$ cat src/rtl/mac_pkg.sv
package mac_pkg;

    parameter int DATA_W    = 16;
    parameter int ACC_W     = 48;
    parameter int ADDR_W    = 3;
    parameter int CTRL_W    = 8;
    localparam int PROD_W   = 2 * (DATA_W + 1);
    localparam int SUM_W    = ACC_W + 2;
    localparam int ACC_WORDS = ACC_W / DATA_W;

    localparam logic [ADDR_W-1:0] ADDR_CFG = 3'd0;
    localparam logic [ADDR_W-1:0] ADDR_OPA = 3'd1;
    localparam logic [ADDR_W-1:0] ADDR_OPB = 3'd2;

    // Bit positions inside a control write
    localparam int BIT_CLR_OPND = 5;
    localparam int BIT_CLR_ACC  = 6;
    localparam int BIT_CLR_OVF  = 7;

    typedef enum logic [2:0] {
        OP_UMUL = 3'd0,
        OP_UMAC = 3'd1,
        OP_UMSU = 3'd2,
        OP_SMUL = 3'd3,
        OP_SNEG = 3'd4,
        OP_SMAC = 3'd5,
        OP_SMSU = 3'd6,
        OP_RSVD = 3'd7
    } mac_op_e;

    typedef struct packed {
        logic    trig_any;
        logic    square;
        mac_op_e op;
    } mac_cfg_t;

    typedef struct packed {
        logic              fire;
        logic              sgn;
        logic              accu;
        logic              sub;
        logic [DATA_W-1:0] x;
        logic [DATA_W-1:0] y;
    } mac_issue_t;

    function automatic logic op_is_signed(mac_op_e op);
        return op inside {OP_SMUL, OP_SNEG, OP_SMAC, OP_SMSU};
    endfunction

    function automatic logic op_accumulates(mac_op_e op);
        return op inside {OP_UMAC, OP_UMSU, OP_SMAC, OP_SMSU};
    endfunction

    function automatic logic op_subtracts(mac_op_e op);
        return op inside {OP_UMSU, OP_SNEG, OP_SMSU};
    endfunction

    function automatic logic op_legal(mac_op_e op);
        return op != OP_RSVD;
    endfunction

endpackage

$ cat src/rtl/mac_regs.sv
module mac_regs
    import mac_pkg::*;
(
    input  logic              clk,
    input  logic              rst,
    input  logic              wr_en,
    input  logic [ADDR_W-1:0] wr_addr,
    input  logic [DATA_W-1:0] wr_data,
    output mac_cfg_t          cfg,
    output mac_issue_t        issue,
    output logic              clr_acc,
    output logic              clr_ovf
);

    mac_cfg_t          cfg_q;
    logic [DATA_W-1:0] opa_q;
    logic [DATA_W-1:0] opb_q;
    logic              wr_cfg;
    logic              wr_a;
    logic              wr_b;

    assign wr_cfg = wr_en && (wr_addr == ADDR_CFG);
    assign wr_a   = wr_en && (wr_addr == ADDR_OPA);
    assign wr_b   = wr_en && (wr_addr == ADDR_OPB);

    always_ff @(posedge clk) begin
        if (rst) begin
            cfg_q <= '0;
            opa_q <= '0;
            opb_q <= '0;
        end else begin
            if (wr_cfg) begin
                cfg_q <= mac_cfg_t'(wr_data[$bits(mac_cfg_t)-1:0]);
                if (wr_data[BIT_CLR_OPND]) begin
                    opa_q <= '0;
                    opb_q <= '0;
                end
            end
            if (wr_a) opa_q <= wr_data;
            if (wr_b) opb_q <= wr_data;
        end
    end

    // Launch decode: the final operand write fires, using the incoming data
    always_comb begin
        issue      = '0;
        issue.sgn  = op_is_signed(cfg_q.op);
        issue.accu = op_accumulates(cfg_q.op);
        issue.sub  = op_subtracts(cfg_q.op);
        if (op_legal(cfg_q.op)) begin
            if (cfg_q.square) begin
                if (wr_a) begin
                    issue.fire = 1'b1;
                    issue.x    = wr_data;
                    issue.y    = wr_data;
                end
            end else if (wr_b) begin
                issue.fire = 1'b1;
                issue.x    = opa_q;
                issue.y    = wr_data;
            end else if (wr_a && cfg_q.trig_any) begin
                issue.fire = 1'b1;
                issue.x    = wr_data;
                issue.y    = opb_q;
            end
        end
    end

    assign cfg     = cfg_q;
    assign clr_acc = wr_cfg && wr_data[BIT_CLR_ACC];
    assign clr_ovf = wr_cfg && wr_data[BIT_CLR_OVF];

endmodule

$ cat src/rtl/mac_mult.sv
module mac_mult
    import mac_pkg::*;
(
    input  logic              sgn,
    input  logic [DATA_W-1:0] x,
    input  logic [DATA_W-1:0] y,
    output logic [PROD_W-1:0] prod
);

    localparam int EXT_W = DATA_W + 1;

    logic signed [EXT_W-1:0]  x_ext;
    logic signed [EXT_W-1:0]  y_ext;
    logic signed [PROD_W-1:0] p;

    // One extra bit lets a single signed multiplier serve both data types
    assign x_ext = {sgn & x[DATA_W-1], x};
    assign y_ext = {sgn & y[DATA_W-1], y};
    assign p     = x_ext * y_ext;
    assign prod  = p;

endmodule

$ cat src/rtl/mac_accum.sv
module mac_accum
    import mac_pkg::*;
(
    input  logic              clk,
    input  logic              rst,
    input  logic              fire,
    input  logic              sgn,
    input  logic              accu,
    input  logic              sub,
    input  logic [PROD_W-1:0] prod,
    input  logic              clr_acc,
    input  logic              clr_ovf,
    output logic [ACC_W-1:0]  acc,
    output logic              ovf
);

    logic [ACC_W-1:0] acc_q;
    logic             ovf_q;
    logic [SUM_W-1:0] base;
    logic [SUM_W-1:0] term;
    logic [SUM_W-1:0] sum;
    logic             out_of_range;

    assign base = accu ? {{(SUM_W-ACC_W){sgn & acc_q[ACC_W-1]}}, acc_q} : '0;
    assign term = {{(SUM_W-PROD_W){prod[PROD_W-1]}}, prod};
    assign sum  = sub ? (base - term) : (base + term);

    // Guard bits must agree with the result's top bit (signed) or be zero (unsigned)
    always_comb begin
        if (sgn)
            out_of_range = !((sum[SUM_W-1:ACC_W-1] == '0) || (sum[SUM_W-1:ACC_W-1] == '1));
        else
            out_of_range = (sum[SUM_W-1:ACC_W] != '0);
    end

    always_ff @(posedge clk) begin
        if (rst) begin
            acc_q <= '0;
            ovf_q <= 1'b0;
        end else begin
            if (clr_acc)
                acc_q <= '0;
            else if (fire)
                acc_q <= sum[ACC_W-1:0];
            if (clr_ovf)
                ovf_q <= 1'b0;
            else if (fire && accu && out_of_range)
                ovf_q <= 1'b1;
        end
    end

    assign acc = acc_q;
    assign ovf = ovf_q;

endmodule

$ cat src/rtl/mac16_unit.sv
module mac16_unit
    import mac_pkg::*;
(
    input  logic              clk,
    input  logic              rst,
    input  logic              wr_en,
    input  logic [ADDR_W-1:0] wr_addr,
    input  logic [DATA_W-1:0] wr_data,
    output logic [DATA_W-1:0] acc_w0,
    output logic [DATA_W-1:0] acc_w1,
    output logic [DATA_W-1:0] acc_w2,
    output logic [CTRL_W-1:0] ctrl_rd
);

    mac_cfg_t          cfg;
    mac_issue_t        issue;
    logic              clr_acc;
    logic              clr_ovf;
    logic [PROD_W-1:0] prod;
    logic [ACC_W-1:0]  acc;
    logic              ovf;
    logic [DATA_W-1:0] words [ACC_WORDS];

    mac_regs i_regs (
        .clk     (clk),
        .rst     (rst),
        .wr_en   (wr_en),
        .wr_addr (wr_addr),
        .wr_data (wr_data),
        .cfg     (cfg),
        .issue   (issue),
        .clr_acc (clr_acc),
        .clr_ovf (clr_ovf)
    );

    mac_mult i_mult (
        .sgn  (issue.sgn),
        .x    (issue.x),
        .y    (issue.y),
        .prod (prod)
    );

    mac_accum i_accum (
        .clk     (clk),
        .rst     (rst),
        .fire    (issue.fire),
        .sgn     (issue.sgn),
        .accu    (issue.accu),
        .sub     (issue.sub),
        .prod    (prod),
        .clr_acc (clr_acc),
        .clr_ovf (clr_ovf),
        .acc     (acc),
        .ovf     (ovf)
    );

    for (genvar w = 0; w < ACC_WORDS; w++) begin : g_word
        assign words[w] = acc[w*DATA_W +: DATA_W];
    end

    assign acc_w0  = words[0];
    assign acc_w1  = words[1];
    assign acc_w2  = words[2];
    assign ctrl_rd = {ovf, {(CTRL_W-1-$bits(mac_cfg_t)){1'b0}}, cfg};

endmodule

$ cat config.mk
export PLATFORM = sky130hd
export DESIGN_NAME = mac16_unit
export DESIGN_NICKNAME = d
export VERILOG_FILES = /design/src/rtl/mac_pkg.sv /design/src/rtl/mac_regs.sv /design/src/rtl/mac_mult.sv /design/src/rtl/mac_accum.sv /design/src/rtl/mac16_unit.sv
export SDC_FILE = /design/constraint.sdc
export NUM_CORES = 1
export LEC_CHECK = 0
export CAP_MARGIN = 0
export CORE_UTILIZATION = 39
export DETAILED_ROUTE_END_ITERATION = 8
export PLACE_DENSITY = 0.53
export SYNTH_ARGS = -nofsm -noshare
export SYNTH_HDL_FRONTEND = slang
export SYNTH_SLANG_ARGS = --single-unit
$ cat constraint.sdc
create_clock -name clk -period 15 [get_ports clk]
set_clock_uncertainty 0.1 [all_clocks]
set_input_delay 3 -clock clk [delete_from_list [all_inputs] [get_ports clk]]
set_output_delay 3 -clock clk [all_outputs]
set_load 0.1 [all_outputs]
==> results of run 1 <==
-- through the flow --
stage	cells	util [%]	hold WS [ns]	cell area [µm²]
detailed placement	2957	43.4	0.352	20300
floorplan	2308	-	0.327	18600
global placement	2957	43.4	0.343	20300
global route	2974	44.1	0.385	20600
finish	2974	44.1	0.360	20600
CTS	2973	44.1	0.361	20600
-- metal layers --
layer	up-vias	wire length [µm]	share of wire [%]
li1	7643	-	-
met1	7917	26400	47
met2	427	25500	46
met3	59	2650	4.7
met4	0	1350	2.4
met5	-	0	0
-- layout by cell type (no fill, tap or decap), types with 13 or more instances in the layout --
| cell | Yosys | layout |
|---|---|---|
| nand3_1 | 29 | 29 |
| a221oi_1 | 17 | 17 |
| and2_1 | 61 | 61 |
| and3_1 | 15 | 15 |
| a21o_1 | 30 | 30 |
| o21ai_0 | 54 | 51 |
| a211o_1 | 14 | 14 |
| clkdlybuf4s50_1 | 0 | 75 |
| ha_1 | 135 | 135 |
| o21bai_1 | 15 | 15 |
| nor2_1 | 242 | 239 |
| nand2_1 | 315 | 315 |
| nor3_1 | 20 | 20 |
| mux2i_1 | 13 | 13 |
| dfxtp_1 | 86 | 85 |
| a22oi_1 | 30 | 30 |
| a211oi_1 | 18 | 17 |
| a21oi_1 | 175 | 174 |
| a31oi_1 | 13 | 13 |
| o21a_1 | 16 | 16 |
| xor2_1 | 40 | 39 |
| xnor2_1 | 65 | 65 |
| inv_1 | 334 | 334 |
| buf_4 | 3 | 70 |
| fa_1 | 297 | 297 |
-- Yosys cell counts, drive strengths merged, types with 14 or more instances --
cell type / count
a211o: 14
a211oi: 21
a21o: 30
a21oi: 178
a221oi: 17
a22oi: 30
and2: 62
and3: 15
clkbuf: 90
dfxtp: 86
fa: 297
ha: 135
inv: 334
nand2: 315
nand3: 29
nor2: 242
nor3: 21
o21a: 16
o21ai: 54
o21bai: 15
xnor2: 65
xor2: 40
-- worst max-delay path by stage --
stage	start	to	slack [ns]	cells after the start
5_1_grt	wr_addr[2]	i_accum.ovf	0.03	41
3_3_place_gp	wr_addr[0]	i_accum.ovf	0.04	40
2_1_floorplan	wr_addr[2]	i_accum.ovf	1.39	40
4_1_cts	wr_addr[0]	i_accum.ovf	0.35	40
3_5_place_dp	wr_addr[0]	i_accum.ovf	-0.03	40
6_report	wr_addr[2]	i_accum.ovf	0.69	43
-- cells by family after synthesis --
group	synth area share [%]
simple gates	18.5
flops	9.27
xor+xnor	4.95
fa+ha+maj	41.1
mux	0.761
compound gates	16.4
other cells	0.0202
buf+inv	8.94
-- power breakdown --
| group | switching (mW) | total [mW] | internal, mW | leakage (nW) |
|---|---|---|---|---|
| Sequential | 0.00655 | 0.243 | 0.236 | 0.697 |
| Combinational | 0.263 | 0.413 | 0.150 | 8.69 |
| Clock | 0.115 | 0.266 | 0.151 | 0.155 |
| Total | 0.384 | 0.921 | 0.537 | 9.54 |
-- area by class of cell --
class	instances	area, µm²
fillers	4777	26100
flip-flops and latches	86	1720
multi-input cells	1785	15300
inverters	334	1250
clock buffers	10	239
clock inverters	6	92.6
repair buffers	146	1290
well taps	607	759
-- state kept, by name (all words and copies together) (netlist names) --
name,flops
i_regs.opa_q,16
i_regs.cfg,5
i_accum.acc,48
i_regs.opb_q,16
i_accum.ovf,1
-- worst min-delay path, stage by stage (launching register included) --
cell and delay, ns:
dfxtp_1 0.32, nand2_1 0.05, a21oi_1 0.05
-- what timing repair did --
item / 4_1_cts / 5_1_grt
setup buffers: 0 / 1
setup endpoints to repair: 0 / 2
resized for setup: 0 / 5
==> results.toml, run 1 <==
[route]
vias_per_cell = 5.40
wirelength_mm = 56.0
drt_iter0_drc = 958
drcViolationCount = 1
vias = 16000
ant_nets = 0
avgRoutedWirePerCell_um = 18.8
dr.pass1.iters = 9

[global_route]
use_met2_pct = 39.6
grt-ovfl-total = 0
grt_pass1_vias = 16800
grt_pass1_wl_mm = 93.3
grt_max_degree = 59
use_met3_pct = 3.00
globalRouteMet1Util_pct = 35.2
grt_antenna_before_repair = 0
grt_usage_pct = 24.8
busiest_layer = "met2"

[placed_design]
post-place-ws_ns = -0.0291
portBuffers = 75
place.gp.congestion = 0.937
dpl.hpwl_mm = 46.6

[sta]
hold_viol = 0
maxSlewHeadroom_pct = 29.1
finalCritPeriodShare_pct = 95.4
finalMaxSlewViolations = 0
rsz0062_at_grt = "no"
fin_ws_ns = 0.687
setup_tns_ns = 0
tightest_slew_ns = 1.06
setup_violations = 0
layout_min_cycle_time_ns = 14.31
fmax_mhz = 69.9

[floorplanning]
die_w_um = 220
num_rows = 79
dieArea_mm2 = 0.0485
ios = 78
die_h_um = 220
start_util_pct = 39.7
core_area_mm2 = 0.0468

[clock_tree]
clk_pin_slew_ns = 0.07
htreeDepth = 3
cts_root_buf = "clkbuf_16"
cts.sinks = 86
clockBufferDepth = 2
cts_tree = "built"
cts_hold_buf = 0
numCtsBuffers = 9
insertion_delay_ns = 0.40

[worst_setup_path]
cp_slowest_cell = "or4b_4"
slowest_delay_ns = 0.59
cp_common_cell = "fa_1"
critPathBufInv = 8
path_delay_family = "adder cells"
critPathArrivalTime_ns = 14.50
worstSetupStartpointType = "primary input"
crit_type = "primary input to flop"
endpoint_kind = "flop"
r2r_end = "i_accum.ovf"
crit_required_ns = 15.19
rr_startpoint = "i_regs.cfg[2]"
path_max_fanout = 23
reg2reg_depth = 37
r2r_slack_ns = 3.55

[final_layout]
drive_gt1_share_pct = 5.28
nets = 2816
n_antenna_cell = 0
area.growth.synth_to_final_pct = 11.1

[power]
power.leakage_nw = 9.54
p_per_area_mw_per_mm2 = 44.7
finalPower_uw = 921
ir_drop_mv = 0.0630

[run]
cap_violations = 0

[synth]
dominantRegCellSynth = "dfxtp_1"
ys_top_cells_by_area = "fa_1, dfxtp_1, ha_1"
synth_largest_area_cell = "fa_1"
yosysUniqueCellTypes = 80
syn_inst = 2307
syn_area_per_cell_um2 = 8.05
synth_seq_cells = 86
ys_warn_count = 0
yosysSeqAreaShare_pct = 9.27
synthArstFlopShare_pct = 0
syn-cell-area_mm2 = 0.0186
synth_edf_count = 0
yosysTopAreaCellShare_pct = 32.0

[min_path]
hold_class = "flop to flop"
worstHoldPathCells = 2
min-delay-start = "i_accum.acc[8]"
worstHoldEndpoint = "i_accum.acc[8]"

[status]
violations = "DRC"
status = "finished, violations left"
(Power assumes the default switching activity.)
==> run 2, diff against run 1 <==
--- a/config.mk
+++ b/config.mk
@@ -9,6 +9,7 @@
 export CORE_UTILIZATION = 39
 export DETAILED_ROUTE_END_ITERATION = 8
 export PLACE_DENSITY = 0.53
+export SLEW_MARGIN = 40
 export SYNTH_ARGS = -nofsm -noshare
 export SYNTH_HDL_FRONTEND = slang
 export SYNTH_SLANG_ARGS = --single-unit
==> results.toml, run 2 (synthesized netlist as in run 1, its figures left out) <==
[status]
status = "finished, violations left"
violations = "DRC"

[power]
p_per_area_mw_per_mm2 = 44.0
switching_share_pct = 42.7
p_sw_uw = 382
power.internal_uw = 513
p_clk_share_pct = 27.3
power.leakage_nw = 9.64
pwr-share-seq_pct = 27.1
finalPower_uw = 895
ir_drop_mv = 0.0596
combPwrFrac_pct = 45.6

[worst_setup_path]
critPathBufInv = 7
path_delay_family = "adder cells"
cp_common_cell = "fa_1"
path_max_fanout = 40
critPathArrivalTime_ns = 14.60
worstSetupStartpointType = "primary input"
crit_type = "primary input to flop"
rr_startpoint = "i_regs.cfg[2]"
slowest_delay_ns = 0.56
crit_required_ns = 15.24
cp_slowest_cell = "clkdlybuf4s50_1"
endpoint_kind = "flop"
cp-startpoint = "wr_addr[1]"

[route]
drcViolationCount = 1
ant_nets = 0
avgRoutedWirePerCell_um = 18.8
vias_per_cell = 5.38
dr.pass1.iters = 7
wirelength_mm = 55.9
drt_iter0_drc = 988
vias = 16000

[placed_design]
dpl.hpwl_mm = 46.6
place_inst = 2958
place.gp.congestion = 0.937
post-place-ws_ns = -0.0145
portBuffers = 75

[sta]
layout_min_cycle_time_ns = 14.36
finalMaxSlewViolations = 0
finalCritPeriodShare_pct = 95.7
fmax_mhz = 69.6
tightest_slew_ns = 0.873
fin_ws_ns = 0.639
hold_viol = 0
setup_tns_ns = 0
rsz0062_at_grt = "no"
maxSlewHeadroom_pct = 41.8
setup_violations = 0

[floorplanning]
num_rows = 79
die_w_um = 220
dieArea_mm2 = 0.0485
start_util_pct = 39.7
die_h_um = 220
core_area_mm2 = 0.0468
ios = 78

[final_layout]
fin_util_pct = 43.5
multi_input_area_mm2 = 0.0153
area.growth.synth_to_final_pct = 9.53
fillers = 4782
nets = 2817
instances_no_fill = 2974
final_common_cell = "inv_1"
layout_common_cells = "inv_1, nand2_1, fa_1"
n_antenna_cell = 0
ff_latch_area_mm2 = 0.00172
largest_reg_flops = 48
drive_gt1_share_pct = 7.60

[clock_tree]
cts_tree = "built"
insertion_delay_ns = 0.40
numCtsBuffers = 9
clockBufferDepth = 2
clk_pin_slew_ns = 0.07
cts_root_buf = "clkbuf_16"
htreeDepth = 3
cts.sinks = 86

[global_route]
grt-ovfl-total = 0
grt_antenna_before_repair = 0
grt_max_degree = 59
grt_pass1_vias = 16700
grt_usage_pct = 24.8
grt_pass1_wl_mm = 92.9

[run]
cap_violations = 0

[min_path]
hold_class = "flop to flop"
min-delay-start = "i_regs.opa_q[0]"
==> run 2: cell types whose count changed in the layout (fill, tap and decap cells not counted), sizes merged <==
cell           previous run  this run
clkdlybuf4s50            75        21
bufinv                    2         1
buf                      71       126
==> run 2: path summary, 6_finish.rpt <==
path         slack (ns)         endpoint  cells past startpoint
max                0.64      i_accum.ovf                     41
min                0.36  i_regs.opa_q[0]                      2
max reg2reg        3.49      i_accum.ovf                     39
min reg2reg        0.36  i_regs.opa_q[0]                      2
==> run 2: power groups by stage <==
stage / Clock, mW / Combinational (mW) / Sequential (mW)
finish: 0.244 / 0.408 / 0.243
global route: 0.261 / 0.447 / 0.244
global placement: 0 / 0.410 / 0.248
CTS: 0.254 / 0.406 / 0.243
detailed placement: 0 / 0.401 / 0.248
floorplan: 0 / 0.261 / 0.291
==> run 2: final cells by class <==
cell class | instances | area share [%]
Clock buffer | 10 | 1.17
Clock inverter | 5 | 0.289
Inverter | 334 | 6.16
Multi-Input combinational cell | 1785 | 75.2
Sequential cell | 86 | 8.47
Tap cell | 607 | 3.73
Timing Repair Buffer | 147 | 5.02
==> run 2: metal layers <==
metal	part of all wire, %	track usage [%]	vias to the layer above
li1	-	-	7644
met3	4.7	3.40	57
met2	45	39.4	399
met1	47	35.2	7888
met5	0	0	-
met4	2.4	6.67	0
==> run 2: timing repair <==
item,4_1_cts,5_1_grt
setup endpoints to repair,0,2
hold buffers,0,0
buffers inserted,0,1
gates resized for setup,0,4
==> run 2: stage by stage <==
stage	hold slack, ns	cell area [µm²]
detailed placement	0.351	20000
CTS	0.360	20300
finish	0.359	20300
global placement	0.343	20300
floorplan	0.327	18600
global route	0.382	20300
==> run 2: tightest hold or removal path: stages, from the launching register on <==
cell and delay [ns]:
dfxtp_1 0.31, nand2_1 0.05, a21oi_1 0.05
